## config.mk

```make
export PLATFORM = sky130hd
export DESIGN_NAME = sqrt_csel_adder
export DESIGN_NICKNAME = d
export VERILOG_FILES = /design/src/rtl/csa_pkg.sv /design/src/rtl/csa_bit_cell.sv /design/src/rtl/csa_group.sv /design/src/rtl/sqrt_csel_adder.sv
export SDC_FILE = /design/constraint.sdc
export NUM_CORES = 1
export LEC_CHECK = 0
export BUFFER_PORTS_ARGS = -buffer_cell sky130_fd_sc_hd__buf_2
export CORE_MARGIN = 2
export CORE_UTILIZATION = 35
export DETAILED_ROUTE_END_ITERATION = 16
export PLACE_DENSITY = 0.91
export SYNTH_ARGS = -nofsm -noshare
export SYNTH_HDL_FRONTEND = slang
export SYNTH_SLANG_ARGS = --single-unit
export TNS_END_PERCENT = 5
```

## constraint.sdc

```tcl
create_clock -name vclk -period 29.3
set_input_delay 2.93 -clock vclk [all_inputs]
set_output_delay 2.93 -clock vclk [all_outputs]
set_load 0.01 [all_outputs]
```

## src/rtl/csa_pkg.sv

```systemverilog
package csa_pkg;

   // Nominal width of group k: two groups of 2, then growing by one.
   function automatic int nominal_size(input int k);
      return (k < 2) ? 2 : k + 1;
   endfunction

   // Number of groups needed to cover w bits.
   function automatic int grp_count(input int w);
      int used;
      int n;
      used = 0;
      n = 0;
      while (used < w) begin
         used += nominal_size(n);
         n++;
      end
      return n;
   endfunction

   // Position of the lowest bit of group k.
   function automatic int grp_base(input int w, input int k);
      int base;
      base = 0;
      for (int j = 0; j < k; j++) base += nominal_size(j);
      return (base > w) ? w : base;
   endfunction

   // Actual width of group k, with the last group truncated.
   function automatic int grp_size(input int w, input int k);
      int rem;
      rem = w - grp_base(w, k);
      return (nominal_size(k) < rem) ? nominal_size(k) : rem;
   endfunction

endpackage

```

## src/rtl/csa_bit_cell.sv

```systemverilog
module csa_bit_cell (
   input  logic a_i,
   input  logic b_i,
   input  logic ci0_i,
   input  logic ci1_i,
   output logic s0_o,
   output logic s1_o,
   output logic c0_o,
   output logic c1_o
);
   logic prop, gen;

   assign prop = a_i ^ b_i;
   assign gen  = a_i & b_i;

   // One shared propagate term feeds both candidate chains.
   assign s0_o = prop ^ ci0_i;
   assign s1_o = prop ^ ci1_i;
   assign c0_o = gen | (prop & ci0_i);
   assign c1_o = gen | (prop & ci1_i);
endmodule

```

## src/rtl/csa_group.sv

```systemverilog
module csa_group #(
   parameter int N = 4
) (
   input  logic [N-1:0] a_i,
   input  logic [N-1:0] b_i,
   input  logic         csel_i,
   output logic [N-1:0] sum_o,
   output logic         cout_o
);
   localparam int CHAIN = N + 1;

   logic [N-1:0]     s0, s1;
   logic [CHAIN-1:0] c0, c1;

   generate
      if (N < 1) begin : g_bad_size
         $error("csa_group: N must be at least 1");
      end
   endgenerate

   assign c0[0] = 1'b0;
   assign c1[0] = 1'b1;

   generate
      for (genvar k = 0; k < N; k++) begin : g_bit
         if (k == 0) begin : g_head
            // Carry-in is a known constant here: XOR and its inverse give
            // the sum pair, AND and OR give the carry pair.
            logic p;
            assign p     = a_i[0] ^ b_i[0];
            assign s0[0] = p;
            assign s1[0] = ~p;
            assign c0[1] = a_i[0] & b_i[0];
            assign c1[1] = a_i[0] | b_i[0];
         end else begin : g_body
            csa_bit_cell u_cell (
               .a_i  (a_i[k]),
               .b_i  (b_i[k]),
               .ci0_i(c0[k]),
               .ci1_i(c1[k]),
               .s0_o (s0[k]),
               .s1_o (s1[k]),
               .c0_o (c0[k+1]),
               .c1_o (c1[k+1])
            );
         end
      end
   endgenerate

   // Incoming group carry picks one of the two candidate results.
   assign sum_o  = csel_i ? s1 : s0;
   assign cout_o = csel_i ? c1[N] : c0[N];

   // The carry-in-1 chain can never be low where the carry-in-0 chain is high.
   always_comb begin
      for (int k = 1; k < CHAIN; k++) begin
         assert_cand_order_R3: assert (!(c0[k] && !c1[k]))
            else $error("carry candidates out of order at %0d", k);
      end
   end

   // The two candidate results must differ by exactly one.
   always_comb begin
      assert_cand_step_R5: assert ({c1[N], s1} == ({c0[N], s0} + 1'b1))
         else $error("candidate results are not one apart");
   end
endmodule

```

## src/rtl/sqrt_csel_adder.sv

```systemverilog
module sqrt_csel_adder #(
   parameter int WIDTH = 32
) (
   input  logic [WIDTH-1:0] a_i,
   input  logic [WIDTH-1:0] b_i,
   input  logic             cin_i,
   output logic [WIDTH-1:0] sum_o,
   output logic             cout_o
);
   localparam int NGRP = csa_pkg::grp_count(WIDTH);
   localparam int TOTW = WIDTH + 1;

   logic [NGRP:0] gcarry;

   generate
      if (WIDTH < 2) begin : g_bad_width
         $error("sqrt_csel_adder: WIDTH must be at least 2");
      end
   endgenerate

   assign gcarry[0] = cin_i;

   generate
      for (genvar g = 0; g < NGRP; g++) begin : g_grp
         localparam int BASE = csa_pkg::grp_base(WIDTH, g);
         localparam int SZ   = csa_pkg::grp_size(WIDTH, g);
         csa_group #(.N(SZ)) u_grp (
            .a_i   (a_i[BASE +: SZ]),
            .b_i   (b_i[BASE +: SZ]),
            .csel_i(gcarry[g]),
            .sum_o (sum_o[BASE +: SZ]),
            .cout_o(gcarry[g+1])
         );
      end
   endgenerate

   assign cout_o = gcarry[NGRP];

   // The full result matches the arithmetic sum.
   always_comb begin
      assert_total_R1: assert ({cout_o, sum_o} ==
                               ({1'b0, a_i} + {1'b0, b_i} + TOTW'(cin_i)))
         else $error("adder total mismatch");
   end

   // Two all-ones operands always overflow.
   always_comb begin
      if (&a_i && &b_i) begin
         assert_max_cout_R4: assert (cout_o)
            else $error("missing carry-out for all-ones operands");
      end
   end
endmodule

```

==> results.py <==
metrics = {
    "run_status": {
        "status": "complete, no violations",
    },
    "sta": {
        "rsz0062_at_grt": "no",
        "setup-violations-final": 0,
        "relSlewSlack_pct": 87.3,
        "max_freq_mhz": 57.4,
        "fin_crit_sh_pct": 59.5,
        "hold_viol_final": 0,
        "tns_ns": 0,
        "tightest_slew_ns": 0.191,
        "drv_slew": 0,
        "timing.final.crit_period_ns": 17.43,
    },
    "placement": {
        "dpl.cell_count": 213,
        "hpwl_microns": 2500,
        "port_buffers": 98,
        "dpl-instance-area_sq_um": 1430,
        "place_congestion": 0.726,
    },
    "min_path": {
        "hold_class": "input pin to output port",
    },
    "finish": {
        "seq_area_sq_um": 0,
        "nClkBuffers": 0,
        "drive_gt1_share_pct": 53.6,
        "instances_no_fill": 213,
        "post-route-util_pct": 58.2,
        "final_common_cell": "buf_2",
        "fin_area_sq_um": 1430,
        "layout_common_cells": "98 x buf_2, 24 x fa_1, 21 x inv_1",
        "nFlopsAndLatches": 0,
        "fin_nets": 290,
        "diodes": 0,
        "area_delta_synth_final_pct": 58.7,
    },
    "synth": {
        "synth_top_area_share_pct": 53.4,
        "syn_inst": 85,
        "synth_area_leaders": "fa_1 53%, ha_1 22%, inv_1 8.8%",
        "ys_seq_area_share_pct": 0,
        "yosysWarnings": 0,
        "yosys.area.top_type": "fa_1",
        "synth.avg_cell_area_sq_um": 10.6,
        "synthesis.nets": 190,
        "synth_area_sq_um": 900,
        "synth.distinct_cells": 6,
    },
    "worst_setup_path": {
        "cp.required_ns": 26.37,
        "crit_type": "input pin to output port",
        "path_max_fanout": 3,
        "cpMaxStageDelayCell": "fa_1",
        "cpMostUsedCell": "fa_1",
        "critical_path_arrival_ns": 14.50,
        "cpPeakStageDelay_ns": 0.43,
        "start_kind": "input pin",
        "endpoint_kind": "output port",
    },
    "global_routing": {
        "grt-ovfl-total": 0,
        "grt_max_degree": 4,
        "met2_usage_pct": 32.3,
        "use_met3_pct": 3.01,
        "grt_pass1_wl_microns": 3460,
        "grt_pass1_vias": 937,
        "top_usage_layer": "met2",
        "gr-usage-all-layers_pct": 15.6,
        "antenna_found_initial": 0,
        "use_met1_pct": 15.7,
    },
    "floorplan": {
        "die_h_microns": 54.7,
        "start_util_pct": 36.6,
        "die-area_sq_um": 2990,
        "io_pins": 98,
        "die_x_microns": 54.7,
        "rows": 18,
        "core_sq_um": 2450,
    },
    "pwr": {
        "pwr-share-clk_pct": 0,
        "leakage_nw": 0.857,
        "p_switching_w": 0.0000177,
        "seqPwrFrac_pct": 0,
        "power.density_nw_per_um2": 23.3,
        "internal-power_w": 0.0000155,
        "switching_share_pct": 53.3,
        "peakVddDrop_v": 0.0000184,
        "power_frac_comb_pct": 100.0,
    },
    "clocking": {
        "cts-resized-gates": 0,
        "postCtsHoldBufs": 0,
        "cts_setup_buffers": 0,
    },
    "detailed_routing": {
        "drc_errors": 0,
        "wl_microns": 2520,
        "num_vias": 941,
        "drt_first_pass_iters": 3,
        "drt_iter0_drc": 4,
        "antenna_left": 0,
        "via_per_inst": 4.42,
        "wl_per_cell_microns": 11.8,
    },
    "job": {
        "cap_violations": 0,
    },
}
==> worst max-delay path, delay by kind of cell <==
family / cells / cell delay, ns
AND/OR/NAND/NOR: 8 / 0.92
adder cells (fa/ha/maj): 25 / 9.80
AO/OA/AOI/OAI: 8 / 0.48
buffers and inverters: 4 / 0.37
==> per-layer routing <==
| layer | up-vias | routed length, microns | part of all wire, % |
|---|---|---|---|
| met1 | 421 | 817 | 32 |
| met2 | 70 | 1270 | 50 |
| met3 | 2 | 411 | 16 |
| met5 | - | 0 | 0 |
| li1 | 448 | - | - |
| met4 | 0 | 19 | 0.76 |
==> Yosys cell counts <==
master   number
fa_1         24
inv_1        21
ha_1         16
a21oi_1       8
nor2_1        8
xor2_1        8
==> power by group through the flow <==
| stage | sequential [W] | combinational, W | clock (W) |
|---|---|---|---|
| floorplan | 0 | 0.0000191 | 0 |
| global placement | 0 | 0.0000330 | 0 |
| detailed placement | 0 | 0.0000340 | 0 |
| CTS | 0 | 0.0000341 | 0 |
| global route | 0 | 0.0000383 | 0 |
| finish | 0 | 0.0000333 | 0 |
==> layout make-up <==
type	count	area [sq um]
timing repair buffer	98	490
multi-input combinational	64	821
tap	30	37.5
inverter	21	78.8
fill	211	1030
==> metrics by stage <==
step                total power [W]  worst slack (ns)  hold WS (ns)
floorplan                 0.0000191             12.57          5.94
global placement          0.0000330             12.06          6.16
detailed placement        0.0000340             11.87          6.17
CTS                       0.0000341             11.84          6.17
global route              0.0000383             11.25          6.18
finish                    0.0000333             11.87          6.17
==> final timing paths <==
| kind | startpoint | to | slack [ns] | cells after the start |
|---|---|---|---|---|
| max | a_i[0] | sum_o[31] | 11.87 | 45 |
| min | cin_i | sum_o[0] | 6.17 | 3 |
==> cells by family after synthesis <==
kind of cell	Yosys count	synth area share [%]
adder cells (fa/ha/maj)	40	75.7
buffers and inverters	21	8.76
AND/OR/NAND/NOR	8	3.34
AO/OA/AOI/OAI	8	4.45
XOR/XNOR	8	7.79
No activity file was read; power rests on OpenSTA's default activity.
